`config.mk`:
```
export PLATFORM = sky130hd
export DESIGN_NAME = acc_cpu
export DESIGN_NICKNAME = d
export VERILOG_FILES = /design/src/rtl/acc_pkg.sv /design/src/rtl/acc_decode.sv /design/src/rtl/acc_ctrl.sv /design/src/rtl/acc_cpu.sv
export SDC_FILE = /design/constraint.sdc
export NUM_CORES = 1
export LEC_CHECK = 0
export ABC_AREA = 1
export BUFFER_PORTS_ARGS = -buffer_cell sky130_fd_sc_hd__buf_2
export CAP_MARGIN = 10
export CELL_PAD_IN_SITES_DETAIL_PLACEMENT = 1
export CELL_PAD_IN_SITES_GLOBAL_PLACEMENT = 1
export CORE_UTILIZATION = 32
export DETAILED_ROUTE_END_ITERATION = 6
export GPL_ROUTABILITY_DRIVEN = 0
export PLACE_DENSITY_LB_ADDON = 0.1
export SLEW_MARGIN = 20
export SYNTH_ARGS = -nofsm -noshare
export SYNTH_HDL_FRONTEND = slang
export SYNTH_SLANG_ARGS = --single-unit
```
`constraint.sdc`:
```
create_clock -name clk -period 5.2 [get_ports clk]
set_input_delay 1.04 -clock clk [delete_from_list [all_inputs] [get_ports clk]]
set_output_delay 1.04 -clock clk [all_outputs]
set_load 0.03 [all_outputs]
```
`src/rtl/acc_pkg.sv`:
```
package acc_pkg;

  localparam int OPC_W = 8;

  localparam logic [OPC_W-1:0] OPC_LOAD  = 8'h01;
  localparam logic [OPC_W-1:0] OPC_NLOAD = 8'h02;
  localparam logic [OPC_W-1:0] OPC_STORE = 8'h21;
  localparam logic [OPC_W-1:0] OPC_JMPL  = 8'h0F;
  localparam logic [OPC_W-1:0] OPC_JMPR  = 8'h10;

  typedef enum logic [2:0] {
    K_LOAD,
    K_NLOAD,
    K_STORE,
    K_JUMPL,
    K_JUMPR,
    K_BAD
  } op_kind_t;

  typedef enum logic [3:0] {
    S_FADDR,
    S_FREAD,
    S_FLATCH,
    S_SPLIT,
    S_EXEC,
    S_OREAD,
    S_OLATCH,
    S_OAPPLY,
    S_WRITE,
    S_NEXT,
    S_HALT
  } cpu_state_t;

endpackage

```
`src/rtl/acc_decode.sv`:
```
module acc_decode
  import acc_pkg::*;
(
  input  logic [OPC_W-1:0] opcode,
  output op_kind_t         kind
);

  always_comb begin
    unique case (opcode)
      OPC_LOAD:  kind = K_LOAD;
      OPC_NLOAD: kind = K_NLOAD;
      OPC_STORE: kind = K_STORE;
      OPC_JMPL:  kind = K_JUMPL;
      OPC_JMPR:  kind = K_JUMPR;
      default:   kind = K_BAD;
    endcase
  end

endmodule

```
`src/rtl/acc_ctrl.sv`:
```
module acc_ctrl
  import acc_pkg::*;
(
  input  logic       clk,
  input  logic       rst_n,
  input  op_kind_t   kind,
  input  logic       ac_neg,
  input  logic       ibr_valid,
  output cpu_state_t state
);

  cpu_state_t state_d;

  always_comb begin
    state_d = state;
    unique case (state)
      S_FADDR:  state_d = S_FREAD;
      S_FREAD:  state_d = S_FLATCH;
      S_FLATCH: state_d = S_SPLIT;
      S_SPLIT:  state_d = S_EXEC;
      S_EXEC: begin
        unique case (kind)
          K_LOAD, K_NLOAD:  state_d = S_OREAD;
          K_STORE:          state_d = S_WRITE;
          K_JUMPL, K_JUMPR: state_d = ac_neg ? S_NEXT : S_FADDR;
          default:          state_d = S_HALT;
        endcase
      end
      S_OREAD:  state_d = S_OLATCH;
      S_OLATCH: state_d = S_OAPPLY;
      S_OAPPLY: state_d = S_NEXT;
      S_WRITE:  state_d = S_NEXT;
      S_NEXT:   state_d = ibr_valid ? S_EXEC : S_FADDR;
      S_HALT:   state_d = S_HALT;
      default:  state_d = S_HALT;
    endcase
  end

  always_ff @(posedge clk or negedge rst_n) begin
    if (!rst_n) state <= S_FADDR;
    else        state <= state_d;
  end

endmodule

```
`src/rtl/acc_cpu.sv`:
```
module acc_cpu
  import acc_pkg::*;
#(
  parameter int          WORD_W      = 40,
  parameter int          ADDR_W      = 12,
  parameter int          SYNC_STAGES = 2,
  parameter logic [11:0] START_PC    = 12'h000
) (
  input  logic              clk,
  input  logic              rst_n,
  output logic [ADDR_W-1:0] mem_addr,
  output logic              mem_rd,
  output logic              mem_wr,
  output logic [WORD_W-1:0] mem_wdata,
  input  logic [WORD_W-1:0] mem_rdata,
  output logic              halted
);

  localparam int INSN_W = OPC_W + ADDR_W;

  // reset release synchroniser
  logic [SYNC_STAGES-1:0] rst_pipe;
  logic                   core_rst_n;

  generate
    if (SYNC_STAGES == 1) begin : g_sync1
      always_ff @(posedge clk or negedge rst_n) begin
        if (!rst_n) rst_pipe <= '0;
        else        rst_pipe <= 1'b1;
      end
    end else begin : g_syncn
      always_ff @(posedge clk or negedge rst_n) begin
        if (!rst_n) rst_pipe <= '0;
        else        rst_pipe <= {rst_pipe[SYNC_STAGES-2:0], 1'b1};
      end
    end
  endgenerate

  assign core_rst_n = rst_pipe[SYNC_STAGES-1];

  // architectural registers
  logic [ADDR_W-1:0] pc_q, pc_d;
  logic [ADDR_W-1:0] mar_q, mar_d;
  logic [WORD_W-1:0] mbr_q, mbr_d;
  logic [WORD_W-1:0] ac_q, ac_d;
  logic [INSN_W-1:0] ir_q, ir_d;
  logic [INSN_W-1:0] ibr_q, ibr_d;
  logic              ibr_vld_q, ibr_vld_d;
  logic              right_q, right_d;

  logic [OPC_W-1:0]  ir_opc;
  logic [ADDR_W-1:0] ir_addr;
  op_kind_t          kind;
  cpu_state_t        state;
  logic              ac_neg;
  logic              jump_kind;

  assign ir_opc    = ir_q[INSN_W-1:ADDR_W];
  assign ir_addr   = ir_q[ADDR_W-1:0];
  assign ac_neg    = ac_q[WORD_W-1];
  assign jump_kind = (kind == K_JUMPL) || (kind == K_JUMPR);

  acc_decode u_dec (
    .opcode (ir_opc),
    .kind   (kind)
  );

  acc_ctrl u_ctrl (
    .clk       (clk),
    .rst_n     (core_rst_n),
    .kind      (kind),
    .ac_neg    (ac_neg),
    .ibr_valid (ibr_vld_q),
    .state     (state)
  );

  // datapath next-state
  always_comb begin
    pc_d      = pc_q;
    mar_d     = mar_q;
    mbr_d     = mbr_q;
    ac_d      = ac_q;
    ir_d      = ir_q;
    ibr_d     = ibr_q;
    ibr_vld_d = ibr_vld_q;
    right_d   = right_q;
    unique case (state)
      S_FADDR: mar_d = pc_q;
      S_FLATCH: mbr_d = mem_rdata;
      S_SPLIT: begin
        if (right_q) begin
          ir_d      = mbr_q[INSN_W-1:0];
          ibr_vld_d = 1'b0;
        end else begin
          ir_d      = mbr_q[WORD_W-1 -: INSN_W];
          ibr_d     = mbr_q[INSN_W-1:0];
          ibr_vld_d = 1'b1;
        end
      end
      S_EXEC: begin
        mar_d = ir_addr;
        if (kind == K_STORE) mbr_d = ac_q;
        if (jump_kind && !ac_neg) begin
          pc_d      = ir_addr;
          right_d   = (kind == K_JUMPR);
          ibr_vld_d = 1'b0;
        end
      end
      S_OLATCH: mbr_d = mem_rdata;
      S_OAPPLY: ac_d = (kind == K_NLOAD) ? (WORD_W'(0) - mbr_q) : mbr_q;
      S_NEXT: begin
        if (ibr_vld_q) begin
          ir_d      = ibr_q;
          ibr_vld_d = 1'b0;
        end else begin
          pc_d    = pc_q + ADDR_W'(1);
          right_d = 1'b0;
        end
      end
      default: ;
    endcase
  end

  // datapath registers
  always_ff @(posedge clk or negedge core_rst_n) begin
    if (!core_rst_n) begin
      pc_q      <= START_PC[ADDR_W-1:0];
      mar_q     <= '0;
      mbr_q     <= '0;
      ac_q      <= '0;
      ir_q      <= '0;
      ibr_q     <= '0;
      ibr_vld_q <= 1'b0;
      right_q   <= 1'b0;
    end else begin
      pc_q      <= pc_d;
      mar_q     <= mar_d;
      mbr_q     <= mbr_d;
      ac_q      <= ac_d;
      ir_q      <= ir_d;
      ibr_q     <= ibr_d;
      ibr_vld_q <= ibr_vld_d;
      right_q   <= right_d;
    end
  end

  assign mem_addr  = mar_q;
  assign mem_wdata = mbr_q;
  assign mem_rd    = (state == S_FREAD) || (state == S_OREAD);
  assign mem_wr    = (state == S_WRITE);
  assign halted    = (state == S_HALT);

endmodule

```
* After elaboration in Yosys (flattened, before gate mapping) *
Cells that the tools add are included.

cells by class
  add/subtract/negate cells = 2
  equality and inequality tests = 23
  multiplexer cells = 21
  bitwise operators = 1
  reduce and logical (&&, ||, !) cells = 20

operators with widths
  kind                                                 number
  two-way mux 40 bit                                   2
  one-hot mux 40 bit (2 select lines)                  1
  one-hot mux 12 bit (2 select lines)                  2
  two-way mux 20 bit                                   2
  one-hot mux 20 bit (2 select lines)                  1
  subtractor 1 x 40 -> 40 bit, first input constant    1
  one-hot mux 4 bit (9 select lines)                   1
  two-way mux 12 bit                                   2
  equality test 4 x 3 -> 1 bit, second input constant  4
  one-hot mux 3 bit (5 select lines)                   1
  adder 12 x 1 -> 12 bit, second input constant        1
  equality test 4 bit, second input constant           3
  one-hot mux 4 bit (3 select lines)                   1
  equality test 4 x 2 -> 1 bit, second input constant  2
  equality test 8 x 1 -> 1 bit, second input constant  1
  equality test 8 x 2 -> 1 bit, second input constant  1
  equality test 8 x 4 -> 1 bit, second input constant  1
  equality test 8 x 5 -> 1 bit, second input constant  1
  equality test 8 x 6 -> 1 bit, second input constant  1
  != test 2 bit, second input constant                 4
  AND reduction 2 bit                                  4
  nonzero test 2 bit                                   4
  OR reduction 2 bit                                   4
  equality test 3 x 2 -> 1 bit, second input constant  2
  other kinds (16)                                     20

storage, ports and cells
  flip-flop bits (word level) = 152
  input port bits = 42
  logic and storage cells = 77

* Logic depth before layout (Yosys ltp) *
Gate-level depths: netlist (run 1).

  word-level depth = 7
  gate-level depth with buffers = 12

* Hierarchy *
From an unflattened synthesis (run 1), not the netlist that was laid out.

second synthesis, totals
  cell total of the unflattened synthesis = 1,158
  area total of the unflattened synthesis = 8,558.2 µm²

by module, submodules not included
  module      times used  cells each  area each (µm²)  seq. area each (µm²)
  acc_cpu     1           1,068       8,055.2          3,703.6
  acc_ctrl    1           56          315.3            100.1
  acc_decode  1           34          187.7            0.0

* Worst setup path before layout (run 1) *
No wires, ideal clock.

  path kind = flip-flop to output port
  start = register u_ctrl.state[0]
  end = output port mem_wr
  data arrival time = 1.169 ns
  required time = 4.160 ns
  setup slack = 2.991 ns
  stages on the path, launching flop included = 4
  cell sequence = dfrtp_1 -> or2_1 -> buf_2 -> nor2_1

on the way
  cells in the longest elaborated chain, start to end = 1

ends and longest elaborated chain
  element                 line            text
  from (decl)             acc_ctrl.sv:9   output cpu_state_t state
  from (signal assigned)  acc_ctrl.sv:41  else state <= state_d;
  equality test 4 bit     acc_cpu.sv:150  assign mem_wr = (state == S_WRITE);
  to (decl)               acc_cpu.sv:13   output logic mem_wr,

No other way between the ends.

* Worst setup path after layout (run 1) *
  start = register u_ctrl.state[1]
  end = register mbr_q[23], in the netlist mem_wdata[23]

on the way
  cells in the longest elaborated chain, start to end = 4

ends and longest elaborated chain
  element                                                                       line            text
  equality test 4 x 2 -> 1 bit or equality test 4 x 3 -> 1 bit (tied branches)  acc_cpu.sv:87   unique case (state)
  OR reduction 2 bit (no source line)                                           n/a
  nonzero test 2 bit (no source line)                                           n/a
  AND reduction 2 bit (no source line)                                          n/a
  to (signal assigned)                                                          acc_cpu.sv:138  mbr_q <= mbr_d;
  to (decl)                                                                     acc_cpu.sv:44   logic [WORD_W-1:0] mbr_q, mbr_d;

Parallel ways exist; a longest one is shown, timed or not.
A chain may end at the register's enable or synchronous reset.

==> impl_metrics.sql, run 1 <==
INSERT INTO impl_metrics (metric_group, metric, value, unit) VALUES
('detailed_routing', 'wl_met3', '627', 'um'),
('finish', 'synthToLayoutAreaGrowth', '15.6', '%'),
('detailed_routing', 'avgRoutedWirePerCell', '18.8', 'um'),
('worst_setup_path', 'crit_end_element', 'flop', ''),
('worst_setup_path', 'cp_common_cell', 'sky130_fd_sc_hd__inv_1', ''),
('worst_setup_path', 'worstRegToRegCells', '10', ''),
('detailed_routing', 'dr_total_vias', '7335', ''),
('min_path', 'hold-path-cell-count', '0', ''),
('sta', 'slew_headroom', '36.2', '%'),
('cts', 'cts_sinks', '152', ''),
('sta', 'final_hold_viol_count', '0', ''),
('logic_synthesis', 'multiplexer_share_of_the_synthesized_area', '0.856', '%'),
('detailed_routing', 'maxUsedRoutingLayer', 'met4', ''),
('sta', 'grt_setup_unrepaired', 'no', ''),
('global_routing', 'total_routing_usage_reported_by_global_routing', '22.2', '%'),
('worst_setup_path', 'crit_type', 'reg -> reg', ''),
('detailed_routing', 'vias_per_cell', '5.01', ''),
('cts', 'cts_root_buffer', 'sky130_fd_sc_hd__clkbuf_16', ''),
('logic_synthesis', 'synth-xor-area-share', '2.25', '%'),
('floorplanning', 'floorplan.die_area', '26200', 'um2'),
('detailed_routing', 'final_antenna_net_count', '0', ''),
('global_routing', 'grt-ovfl-total', '0', ''),
('worst_setup_path', 'worstReg2RegEnd', 'mem_wdata[23]', ''),
('cts', 'clk-insertion-delay-late', '0.44', 'ns'),
('finish', 'fin_nets', '1164', ''),
('cts', 'cts_resized', '0', ''),
('worst_setup_path', 'crit_path_max_delay_cell_type', 'sky130_fd_sc_hd__nand2_2', ''),
('power_and_ir_drop', 'max-vdd-ir-drop', '0.000240', 'V'),
('cts', 'cts_made_buffers', '17', ''),
('logic_synthesis', 'fraction_of_the_mapped_netlist_area_in_adder_cells', '0.306', '%'),
('global_routing', 'maximum_number_of_pins_on_one_net_before_global_route_repair', '95', ''),
('sta', 'setup_viol_count_final', '0', ''),
('sta', 'fin_tns_setup', '0', 'ns'),
('worst_setup_path', 'worst-r2r-setup-slack', '2.19', 'ns'),
('global_routing', 'first_global_vias', '7552', ''),
('worst_setup_path', 'critPathMaxStageDelay', '0.63', 'ns'),
('logic_synthesis', 'ys.warnings.count', '0', ''),
('min_path', 'timing.hold.worst.class', 'reg -> reg', ''),
('global_routing', 'wire_length_of_the_first_global_routing_pass', '44400', 'um'),
('worst_setup_path', 'maximum_fanout_along_the_worst_path', '34', ''),
('sta', 'achievable-frequency', '0.332', 'GHz'),
('detailed_routing', 'detail_route.first_pass.iterations', '5', ''),
('logic_synthesis', 'asyncSetResetFlopFracSynth', '100', '%'),
('worst_setup_path', 'cp-start-kind', 'flop', ''),
('floorplanning', 'start_util', '32.6', '%'),
('finish', 'final_layout_size_suffix_gt1_share', '15.8', '%'),
('detailed_routing', 'drt_drc_violations_left', '0', ''),
('worst_setup_path', 'source_of_the_critical_timing_path', 'u_ctrl.state[1]', ''),
('floorplanning', 'design.core.area', '25100', 'um2'),
('finish', 'number_of_antenna_cells_inserted', '0', ''),
('placement', 'place.port_buffers', '96', ''),
('detailed_routing', 'finalWirelength', '27500', 'um'),
('finish', 'fill_cells', '3131', ''),
('finish', 'most_common_cell_after_layout_fill_and_taps_aside', 'sky130_fd_sc_hd__nand2_1', ''),
('cts', 'clkSlewWorstSetupHoldPaths', '0.07', 'ns'),
('logic_synthesis', 'ys_ff_latch', '152', ''),
('cts', 'clockBufferDepth', '2', ''),
('sta', 'period_share', '57.9', '%'),
('status', 'run_status', 'completed', ''),
('worst_setup_path', 'crit_chain', 'inv_1 > nor2_1 > inv_1 > nor2_2 > buf_4 > inv_2 > nand2_2 > inv_1 > nand2_1 > o211ai_1', ''),
('cts', 'number_of_hold_buffers_added_after_cts', '0', ''),
('placement', 'detailed_place_hpwl', '19100', 'um'),
('worst_setup_path', 'data_arrival_time_of_the_worst_path', '3.35', 'ns'),
('finish', 'layout.cells.most_common_list', 'sky130_fd_sc_hd__nand2_1 (285), sky130_fd_sc_hd__dfrtp_1 (151), sky130_fd_sc_hd__nor2_1 (133)', ''),
('logic_synthesis', 'synth_compound_area_share', '13.4', '%'),
('sta', 'maxSlewViolCount', '0', ''),
('floorplanning', 'die_w', '162', 'um'),
('logic_synthesis', 'synthSimpleGateAreaFrac', '29.5', '%'),
('detailed_routing', 'met2_wirelength', '13400', 'um'),
('min_path', 'min_to', 'rst_pipe[1]', ''),
('detailed_routing', 'routedLengthMet1', '13200', 'um');
## registers in the layout, indices dropped and copies added (netlist names)
signal	cells
ac_q	40
rst_pipe	2
ibr_q	20
right_q	1
pc_q	12
u_ctrl.state	4
ir_q	20
mem_wdata	40
ibr_vld_q	1
mem_addr	12
## critical path: cells and delay by family (launching register included)
| family | cells | cell delay, ns |
|---|---|---|
| buf+inv | 5 | 1.58 |
| flops | 1 | 0.40 |
| simple gates | 4 | 0.81 |
| compound gates | 1 | 0.11 |
## how the worst max path moves through the flow
stage	end	cells past startpoint	slack, ns
floorplan	ac_q[0]	0	0.65
global placement	mem_wdata[22]	10	2.28
detailed placement	mem_wdata[30]	10	2.19
CTS	mem_wdata[23]	10	2.15
global route	mem_wdata[23]	10	1.91
finish	mem_wdata[23]	10	2.19
## kinds of logic after synthesis
| kind of cell | Yosys count |
|---|---|
| adder cells (fa/ha/maj) | 2 |
| flip-flops | 152 |
| AO/OA/AOI/OAI | 185 |
| buffers and inverters | 128 |
| other | 1 |
| multiplexers | 7 |
| XOR/XNOR | 21 |
| AND/OR/NAND/NOR | 554 |
## cell usage after synthesis, types with 2 or more instances
library cell                 n  share of area [%]
sky130_fd_sc_hd__nand2_1   285                 13
sky130_fd_sc_hd__dfrtp_1   152                 46
sky130_fd_sc_hd__nor2_1    134                6.1
sky130_fd_sc_hd__inv_1      70                3.2
sky130_fd_sc_hd__nand3_1    65                4.0
sky130_fd_sc_hd__o21ai_0    64                3.9
sky130_fd_sc_hd__o211ai_1   32                2.9
sky130_fd_sc_hd__a21oi_1    30                1.8
sky130_fd_sc_hd__clkbuf_1   21               0.96
sky130_fd_sc_hd__nand4_1    21                1.6
sky130_fd_sc_hd__o22ai_1    19                1.5
sky130_fd_sc_hd__buf_2      16               0.98
sky130_fd_sc_hd__xor2_1     14                1.5
sky130_fd_sc_hd__a31oi_1    12               0.92
sky130_fd_sc_hd__o21ai_1    12               0.73
sky130_fd_sc_hd__o21ai_2    12                1.3
sky130_fd_sc_hd__nor3_1     11               0.67
sky130_fd_sc_hd__buf_6       9                1.2
sky130_fd_sc_hd__nand2_2     8               0.61
sky130_fd_sc_hd__inv_2       7               0.32
sky130_fd_sc_hd__mux2i_1     7               0.86
sky130_fd_sc_hd__xnor2_1     7               0.75
sky130_fd_sc_hd__nand3b_1    6               0.55
sky130_fd_sc_hd__buf_4       3               0.27
sky130_fd_sc_hd__nor2_4      3               0.41
sky130_fd_sc_hd__nor3_2      3               0.37
sky130_fd_sc_hd__nor4_1      3               0.23
sky130_fd_sc_hd__o21bai_1    3               0.27
sky130_fd_sc_hd__ha_1        2               0.31
sky130_fd_sc_hd__nor2_2      2               0.15
sky130_fd_sc_hd__or2_0       2               0.15
sky130_fd_sc_hd__or2_2       2               0.15
## per-stage QoR
step | setup slack [ns] | util [%] | total power [mW] | instance area, um2 | hold WS [ns]
floorplan | 0.651 | - | 4.05 | 8190 | 0.331
detailed placement | 2.19 | 35.3 | 4.92 | 8850 | 0.340
finish | 2.19 | 37.7 | 6.22 | 9460 | 0.358
global placement | 2.28 | 35.3 | 4.86 | 8850 | 0.339
global route | 1.91 | 37.7 | 6.70 | 9460 | 0.345
CTS | 2.15 | 37.7 | 6.29 | 9460 | 0.354
## metal layers
layer	up-vias	track usage, %
li1	3614	-
met1	3590	30.0
met2	111	37.1
met3	20	3.60
met4	0	5.15
met5	-	0
## power breakdown
group          switching, mW  internal, mW
sequential             0.649          1.75
clock                  0.558         0.774
combinational           1.71         0.785
## area by class of cell
cell class / instances / area (um2) / share of cell area (%)
Tap cell: 330 / 413 / 4.36
Multi-Input combinational cell: 770 / 3800 / 40.2
Clock inverter: 13 / 169 / 1.78
Inverter: 78 / 298 / 3.15
Sequential cell: 152 / 3810 / 40.2
Timing Repair Buffer: 101 / 531 / 5.61
Clock buffer: 19 / 443 / 4.68
(Power assumes the default switching activity.)
==> run 2: changes to the inputs <==
--- a/config.mk
+++ b/config.mk
@@ -5,7 +5,7 @@
 export SDC_FILE = /design/constraint.sdc
 export NUM_CORES = 1
 export LEC_CHECK = 0
-export ABC_AREA = 1
+export ABC_AREA = 0
 export BUFFER_PORTS_ARGS = -buffer_cell sky130_fd_sc_hd__buf_2
 export CAP_MARGIN = 10
 export CELL_PAD_IN_SITES_DETAIL_PLACEMENT = 1
==> constraint.sdc (replaced) <==
create_clock -name clk -period 3 [get_ports clk]
set_input_delay 0.6 -clock clk [delete_from_list [all_inputs] [get_ports clk]]
set_output_delay 0.6 -clock clk [all_outputs]
set_load 0.03 [all_outputs]
==> run 2 against run 1 <==
First-iteration DRC count decreased by 32%. Global-route usage down 0.81 points. Clock skew is 0.0020 ns lower. Final cell count is 16% lower. Critical path depth is 3 lower. Clock-buffer cell count is the same. Non-clock buffer count rose by 26. Largest cell class unchanged. Largest power group unchanged.
==> impl_metrics.sql, run 2 <==
INSERT INTO impl_metrics (metric_group, metric, value, unit) VALUES
('status', 'run_status', 'completed', ''),
('logic_synthesis', 'ys.warnings.count', '0', ''),
('cts', 'h_tree_level_count', '4', ''),
('sta', 'fin_tns_setup', '0', 'ns'),
('worst_setup_path', 'setup.worst_path.end', 'ac_q[18]', ''),
('logic_synthesis', 'synth-edff-count', '0', ''),
('finish', 'most_common_cell_after_layout_fill_and_taps_aside', 'sky130_fd_sc_hd__dfrtp_1', ''),
('placement', 'dpl_cell_area', '8500', 'um2'),
('logic_synthesis', 'ys_ff_latch', '152', ''),
('sta', 'final_hold_viol_count', '0', ''),
('worst_setup_path', 'cp-start-kind', 'flop', ''),
('floorplanning', 'start_util', '33.0', '%'),
('finish', 'layout.cells.most_common_list', 'sky130_fd_sc_hd__dfrtp_1 (151), sky130_fd_sc_hd__nand2_1 (121), sky130_fd_sc_hd__nor2_1 (102)', ''),
('cts', 'clkSlewWorstSetupHoldPaths', '0.07', 'ns'),
('global_routing', 'first_global_vias', '6626', ''),
('cts', 'clockBufferDepth', '2', ''),
('floorplanning', 'design.core.area', '22900', 'um2'),
('min_path', 'timing.hold.worst.class', 'reg -> async', ''),
('cts', 'clk-insertion-delay-late', '0.43', 'ns'),
('power_and_ir_drop', 'pwr_density_cell', '1210', 'nW/um2'),
('detailed_routing', 'vias_per_cell', '5.12', ''),
('worst_setup_path', 'worstReg2RegEnd', 'ac_q[18]', ''),
('sta', 'worst_slew_pin_slew', '0.781', 'ns'),
('worst_setup_path', 'worstRegToRegCells', '7', ''),
('worst_setup_path', 'crit_end_element', 'flop', ''),
('detailed_routing', 'drt_drc_violations_left', '0', ''),
('power_and_ir_drop', 'part_of_the_total_power_dissipated_in_combinational_logic', '41.7', '%'),
('sta', 'worst_hold_slack', '0.290', 'ns'),
('worst_setup_path', 'worst-r2r-setup-slack', '0.42', 'ns'),
('finish', 'final_area', '9090', 'um2'),
('logic_synthesis', 'yosys-top-cells-count', 'sky130_fd_sc_hd__dfrtp_1 (152), sky130_fd_sc_hd__nand2_1 (122), sky130_fd_sc_hd__nor2_1 (104)', ''),
('floorplanning', 'chipHeight', '156', 'um'),
('detailed_routing', 'drt_first_iter_violations', '282', ''),
('sta', 'postLayoutSetupSlackWorst', '0.425', 'ns'),
('worst_setup_path', 'crit_type', 'reg -> reg', ''),
('power_and_ir_drop', 'intPower', '5.99', 'mW'),
('sta', 'maxSlewViolCount', '0', ''),
('logic_synthesis', 'syn-cell-area', '7560', 'um2'),
('power_and_ir_drop', 'clock_network_power_share', '19.6', '%'),
('finish', 'fin_nets', '954', ''),
('floorplanning', 'floorplan.die_area', '24200', 'um2'),
('cts', 'postCtsSetupRepairBufs', '0', ''),
('power_and_ir_drop', 'power.sequential.fraction', '38.7', '%'),
('finish', 'finalNonFillerCells', '1236', ''),
('sta', 'clock_skew', '0.0145', 'ns'),
('global_routing', 'wire_length_of_the_first_global_routing_pass', '39400', 'um'),
('power_and_ir_drop', 'netSwitchingPower', '4.96', 'mW'),
('sta', 'period_share', '85.8', '%'),
('cts', 'number_of_hold_buffers_added_after_cts', '1', ''),
('worst_setup_path', 'maximum_fanout_along_the_worst_path', '14', ''),
('cts', 'tritoncts', 'yes', ''),
('placement', 'place_ws', '0.454', 'ns'),
('sta', 'timing.final.crit_period', '2.58', 'ns'),
('worst_setup_path', 'timing.critical_path.required', '3.27', 'ns'),
('finish', 'synthToLayoutAreaGrowth', '20.2', '%'),
('global_routing', 'total_routing_usage_reported_by_global_routing', '21.4', '%'),
('global_routing', 'maximum_number_of_pins_on_one_net_before_global_route_repair', '50', ''),
('sta', 'slew_headroom', '47.8', '%'),
('logic_synthesis', 'synth_top_cells_by_area', 'sky130_fd_sc_hd__dfrtp_1 (50%), sky130_fd_sc_hd__nand2_1 (6.1%), sky130_fd_sc_hd__nor2_1 (5.2%), sky130_fd_sc_hd__mux2i_1 (4.9%), sky130_fd_sc_hd__o21ai_0 (4.6%)', ''),
('placement', 'numPlacedInstances', '1203', ''),
('worst_setup_path', 'reg2reg_from', 'ir_q[17]', ''),
('placement', 'detailed_place_hpwl', '17600', 'um'),
('cts', 'cts_resized', '0', ''),
('detailed_routing', 'detail_route.first_pass.iterations', '4', ''),
('logic_synthesis', 'syn_inst', '817', ''),
('finish', 'number_of_antenna_cells_inserted', '0', ''),
('worst_setup_path', 'data_arrival_time_of_the_worst_path', '2.85', 'ns'),
('logic_synthesis', 'seq_area_frac_synth', '50.3', '%'),
('global_routing', 'grt-ovfl-total', '0', ''),
('logic_synthesis', 'count_of_unique_library_cells_instantiated_by_yosys', '54', ''),
('sta', 'achievable-frequency', '0.388', 'GHz'),
('logic_synthesis', 'synthesized_nets', '861', ''),
('cts', 'cts_sinks', '152', ''),
('logic_synthesis', 'asyncSetResetFlopFracSynth', '100', '%'),
('finish', 'fill_cells', '2680', ''),
('global_routing', 'antenna_found_initial', '0', ''),
('floorplanning', 'die_w', '156', 'um'),
('placement', 'place.port_buffers', '96', ''),
('logic_synthesis', 'syn_area_per_cell', '9.25', 'um2'),
('logic_synthesis', 'cell_with_the_most_instances_after_synthesis', 'sky130_fd_sc_hd__dfrtp_1', ''),
('logic_synthesis', 'ys.flop_type', 'sky130_fd_sc_hd__dfrtp_1', ''),
('sta', 'setup_viol_count_final', '0', ''),
('detailed_routing', 'final_antenna_net_count', '0', ''),
('floorplanning', 'boundaryPins', '97', ''),
('detailed_routing', 'avgRoutedWirePerCell', '19.9', 'um'),
('finish', 'final_layout_size_suffix_gt1_share', '20.7', '%'),
('power_and_ir_drop', 'max-vdd-ir-drop', '0.000390', 'V'),
('cts', 'cts_made_buffers', '17', ''),
('worst_setup_path', 'source_of_the_critical_timing_path', 'ir_q[17]', ''),
('cts', 'cts_root_buffer', 'sky130_fd_sc_hd__clkbuf_16', ''),
('logic_synthesis', 'area_fraction_of_the_dominant_cell_type_after_synthesis', '50.3', '%'),
('detailed_routing', 'dr_total_vias', '6328', ''),
('floorplanning', 'floorplan.rows', '55', ''),
('power_and_ir_drop', 'leakage', '4.02', 'nW'),
('finish', 'post-route-util', '39.7', '%'),
('power_and_ir_drop', 'totalPowerFinal', '11.0', 'mW'),
('logic_synthesis', 'cell_taking_the_most_area_after_synthesis', 'sky130_fd_sc_hd__dfrtp_1', ''),
('flow_run', 'timing.max_cap.violations', '0', ''),
('power_and_ir_drop', 'sw_frac_of_total', '45.3', '%'),
('sta', 'grt_setup_unrepaired', 'no', ''),
('detailed_routing', 'finalWirelength', '24600', 'um');
run 2: final cells by class:
type                            count  area [um2]  area share (%)
Sequential cell                   152        3810            41.9
Inverter                            9        33.8           0.372
Tap cell                          313         392            4.31
Clock inverter                     13         145            1.60
Timing Repair Buffer              127         753            8.29
Clock buffer                       19         433            4.76
Multi-Input combinational cell    603        3520            38.8
run 2: worst min path at each step:
| stage | start | end | slack, ns | depth (start not counted) |
|---|---|---|---|---|
| after floorplan | rst_n | rst_pipe[0] | 0.30 | 0 |
| after global placement | rst_pipe[1] | pc_q[11] | 0.30 | 0 |
| after detailed placement | rst_pipe[1] | mem_addr[8] | 0.30 | 0 |
| after CTS | rst_pipe[1] | mem_addr[8] | 0.31 | 0 |
| after global routing | rst_pipe[1] | mem_addr[6] | 0.33 | 0 |
| final | rst_pipe[1] | mem_addr[6] | 0.29 | 0 |
run 2: power by group through the flow:
stage / clock, mW / combinational [mW] / sequential [mW]
2_1_floorplan: 0 / 2.58 / 4.53
3_3_place_gp: 0 / 4.49 / 4.20
3_5_place_dp: 0 / 4.62 / 4.27
4_1_cts: 2.20 / 4.64 / 4.25
5_1_grt: 2.29 / 5.07 / 4.40
6_report: 2.15 / 4.57 / 4.23
run 2: worst max-delay path, stage by stage (launching register included):
cell,delay [ns]
sky130_fd_sc_hd__dfrtp_1,0.42
sky130_fd_sc_hd__nor3_1,0.32
sky130_fd_sc_hd__nor4b_1,0.33
sky130_fd_sc_hd__buf_4,0.19
sky130_fd_sc_hd__and3b_1,0.61
sky130_fd_sc_hd__o31ai_1,0.20
sky130_fd_sc_hd__xor2_1,0.23
sky130_fd_sc_hd__o21ai_0,0.11
run 2: logic make-up after synthesis:
group                      synth area share [%]
DFF                                        50.3
AOI/OAI and AO/OA                          16.2
xor gates and xnor gates                   4.52
other                                    0.0496
adders and majority gates                 0.331
muxes                                      7.58
and+or+nand+nor                            17.7
buffers and inverters                      3.29
run 2: routing by layer:
metal | vias to the layer above | part of all wire, % | GRT usage [%]
li1 | 3030 | - | -
met1 | 3177 | 47 | 28.3
met2 | 98 | 49 | 36.0
met3 | 23 | 2.7 | 3.50
met4 | 0 | 1.6 | 6.35
met5 | - | 0 | 0
==> run 3: changes to the inputs <==
--- a/config.mk
+++ b/config.mk
@@ -14,6 +14,7 @@
 export DETAILED_ROUTE_END_ITERATION = 6
 export GPL_ROUTABILITY_DRIVEN = 0
 export PLACE_DENSITY_LB_ADDON = 0.1
+export REMOVE_ABC_BUFFERS = 1
 export SLEW_MARGIN = 20
 export SYNTH_ARGS = -nofsm -noshare
 export SYNTH_HDL_FRONTEND = slang
==> run 3 against run 2 <==
Clock-buffer cell count up 2. Critical path depth up 1. Combinational power about the same. Final area down 0.33%. Sequential power down 0.9%. Largest power group unchanged. Register-to-register slack about the same. Via count up 1.2%. Worst hold slack better by 0.036 ns. Non-clock buffer count down 1. Sequential share of layout area up 0.14 points.
==> impl_metrics.sql, run 3 (same netlist as run 2, synthesis figures left out) <==
INSERT INTO impl_metrics (metric_group, metric, value, unit) VALUES
('worst_setup_path', 'crit_path_max_delay_cell_type', 'sky130_fd_sc_hd__nor3_4', ''),
('detailed_routing', 'drt_drc_violations_left', '0', ''),
('cts', 'number_of_hold_buffers_added_after_cts', '1', ''),
('detailed_routing', 'finalWirelength', '24700', 'um'),
('worst_setup_path', 'data_arrival_time_of_the_worst_path', '2.87', 'ns'),
('floorplanning', 'boundaryPins', '97', ''),
('flow_run', 'timing.max_cap.violations', '0', ''),
('worst_setup_path', 'critical_path.top_delay_family', 'simple AND/OR/NAND/NOR gates', ''),
('sta', 'postLayoutSetupSlackWorst', '0.435', 'ns'),
('placement', 'place.port_buffers', '96', ''),
('placement', 'numPlacedInstances', '1202', ''),
('worst_setup_path', 'cp-start-kind', 'flop', ''),
('worst_setup_path', 'worst-r2r-setup-slack', '0.44', 'ns'),
('worst_setup_path', 'reg2reg_from', 'mem_wdata[1]', ''),
('placement', 'detailed_place_hpwl', '16700', 'um'),
('finish', 'most_common_cell_after_layout_fill_and_taps_aside', 'sky130_fd_sc_hd__dfrtp_1', ''),
('detailed_routing', 'avgRoutedWirePerCell', '20.0', 'um'),
('detailed_routing', 'drt_first_iter_violations', '293', ''),
('sta', 'final_hold_viol_count', '0', ''),
('global_routing', 'total_routing_usage_reported_by_global_routing', '21.6', '%'),
('floorplanning', 'floorplan.rows', '55', ''),
('worst_setup_path', 'crit_chain', 'inv_1 > ha_1 > nor2b_1 > nand4_1 > nor3_4 > a41oi_2 > xnor2_1 > o21ai_1', ''),
('worst_setup_path', 'path_depth', '8', ''),
('worst_setup_path', 'timing.critical_path.required', '3.31', 'ns'),
('worst_setup_path', 'critPathMaxStageDelay', '0.54', 'ns'),
('floorplanning', 'floorplan.die_area', '24200', 'um2'),
('cts', 'cts_made_buffers', '17', ''),
('detailed_routing', 'final_antenna_net_count', '0', ''),
('finish', 'synthToLayoutAreaGrowth', '19.8', '%'),
('power_and_ir_drop', 'max-vdd-ir-drop', '0.000386', 'V'),
('sta', 'setup_viol_count_final', '0', ''),
('worst_setup_path', 'crit_type', 'reg -> reg', ''),
('cts', 'h_tree_level_count', '4', ''),
('finish', 'finalNonFillerCells', '1233', ''),
('finish', 'number_of_antenna_cells_inserted', '0', ''),
('global_routing', 'peak_usage_layer_in_the_global_routing_report', 'met2', ''),
('global_routing', 'antenna_found_initial', '0', ''),
('cts', 'cts_sinks', '152', ''),
('finish', 'post-route-util', '39.5', '%'),
('sta', 'timing.final.crit_period', '2.56', 'ns'),
('global_routing', 'gr-usage-met3', '3.28', '%'),
('power_and_ir_drop', 'leakage', '4.01', 'nW'),
('floorplanning', 'die_w', '156', 'um'),
('sta', 'clock_skew', '0.0127', 'ns'),
('global_routing', 'use_met2', '36.6', '%'),
('worst_setup_path', 'maximum_fanout_along_the_worst_path', '8', ''),
('worst_setup_path', 'number_of_buffer_and_inverter_stages_on_the_critical_path', '1', ''),
('sta', 'worst_slew_pin_slew', '0.654', 'ns'),
('cts', 'cts_root_buffer', 'sky130_fd_sc_hd__clkbuf_16', ''),
('floorplanning', 'start_util', '33.0', '%'),
('detailed_routing', 'dr_total_vias', '6406', ''),
('finish', 'layout.cells.most_common_list', 'sky130_fd_sc_hd__dfrtp_1 (151), sky130_fd_sc_hd__nand2_1 (121), sky130_fd_sc_hd__nor2_1 (101)', ''),
('sta', 'grt_setup_unrepaired', 'no', ''),
('global_routing', 'wire_length_of_the_first_global_routing_pass', '39900', 'um'),
('global_routing', 'grt-ovfl-total', '0', ''),
('cts', 'cts_resized', '0', ''),
('detailed_routing', 'detail_route.first_pass.iterations', '4', ''),
('power_and_ir_drop', 'totalPowerFinal', '10.8', 'mW'),
('cts', 'postCtsSetupRepairBufs', '0', ''),
('finish', 'final_layout_size_suffix_gt1_share', '20.4', '%'),
('global_routing', 'globalRouteMet1Util', '28.8', '%'),
('status', 'run_status', 'completed', ''),
('sta', 'achievable-frequency', '0.390', 'GHz'),
('floorplanning', 'design.core.area', '22900', 'um2'),
('detailed_routing', 'vias_per_cell', '5.20', ''),
('cts', 'clk-insertion-delay-late', '0.43', 'ns'),
('sta', 'worst_hold_slack', '0.326', 'ns'),
('cts', 'tritoncts', 'yes', ''),
('placement', 'place_ws', '0.472', 'ns'),
('worst_setup_path', 'worstRegToRegCells', '8', ''),
('finish', 'fin_nets', '953', ''),
('global_routing', 'first_global_vias', '6853', ''),
('cts', 'clockBufferDepth', '2', ''),
('sta', 'maxSlewViolCount', '0', ''),
('floorplanning', 'chipHeight', '156', 'um'),
('min_path', 'timing.hold.worst.class', 'reg -> async', ''),
('global_routing', 'maximum_number_of_pins_on_one_net_before_global_route_repair', '78', ''),
('sta', 'slew_headroom', '56.4', '%'),
('worst_setup_path', 'crit_end_element', 'flop', ''),
('power_and_ir_drop', 'pwr_density_cell', '1200', 'nW/um2'),
('sta', 'period_share', '85.5', '%'),
('worst_setup_path', 'worstReg2RegEnd', 'ac_q[38]', ''),
('cts', 'clkSlewWorstSetupHoldPaths', '0.07', 'ns');
-- run 3: changes by cell type in the layout (fill, tap and decap cells not counted) --
cell and change:
sky130_fd_sc_hd__clkbuf_8 +1, sky130_fd_sc_hd__clkinv_4 -2, sky130_fd_sc_hd__clkinv_2 +2, sky130_fd_sc_hd__buf_4 -1
sky130_fd_sc_hd__inv_6 -4, sky130_fd_sc_hd__nor2_2 +1, sky130_fd_sc_hd__nor2_1 -1, sky130_fd_sc_hd__clkbuf_1 +1
-- run 3: worst max-delay path by stage --
stage / from / to
after floorplan: rst_pipe[1] / ac_q[0]
after global placement: mem_wdata[0] / ac_q[38]
after detailed placement: mem_wdata[1] / ac_q[38]
after CTS: mem_wdata[0] / ac_q[38]
after global routing: mem_wdata[1] / ac_q[32]
final: mem_wdata[1] / ac_q[38]
-- run 3: through the flow --
stage | cell area [um2] | setup TNS, ns
2_1_floorplan | 7340 | -249.77
3_3_place_gp | 8490 | 0
3_5_place_dp | 8490 | 0
4_1_cts | 9060 | 0
5_1_grt | 9060 | 0
6_report | 9060 | 0
-- run 3: power by group --
group	leakage, nW	switching (mW)	internal [mW]	total (mW)
Clock	0.265	0.864	1.23	2.10
Sequential	1.81	1.11	3.07	4.19
Combinational	1.93	2.88	1.68	4.56
-- run 3: layer usage --
layer / share of wire [%] / routed length, um / up-vias
met5: 0 / 0 / -
met1: 47 / 11700 / 3253
met2: 49 / 12000 / 104
li1: - / - / 3026
met3: 2.8 / 686 / 23
met4: 1.2 / 285 / 0
-- run 3: worst reg2reg max path: stages, from the launching register on --
cell	delay, ns
sky130_fd_sc_hd__dfrtp_1	0.43
sky130_fd_sc_hd__inv_1	0.12
sky130_fd_sc_hd__ha_1	0.18
sky130_fd_sc_hd__nor2b_1	0.35
sky130_fd_sc_hd__nand4_1	0.37
sky130_fd_sc_hd__nor3_4	0.54
sky130_fd_sc_hd__a41oi_2	0.21
sky130_fd_sc_hd__xnor2_1	0.17
sky130_fd_sc_hd__o21ai_1	0.07
-- run 3: layout make-up --
type | count | area, um2
clock buffer | 21 | 450
clock inverter | 9 | 103
fill | 2645 | 13900
inverter | 9 | 33.8
multi-input combinational | 603 | 3530
sequential | 152 | 3810
tap | 313 | 392
timing repair buffer | 126 | 746
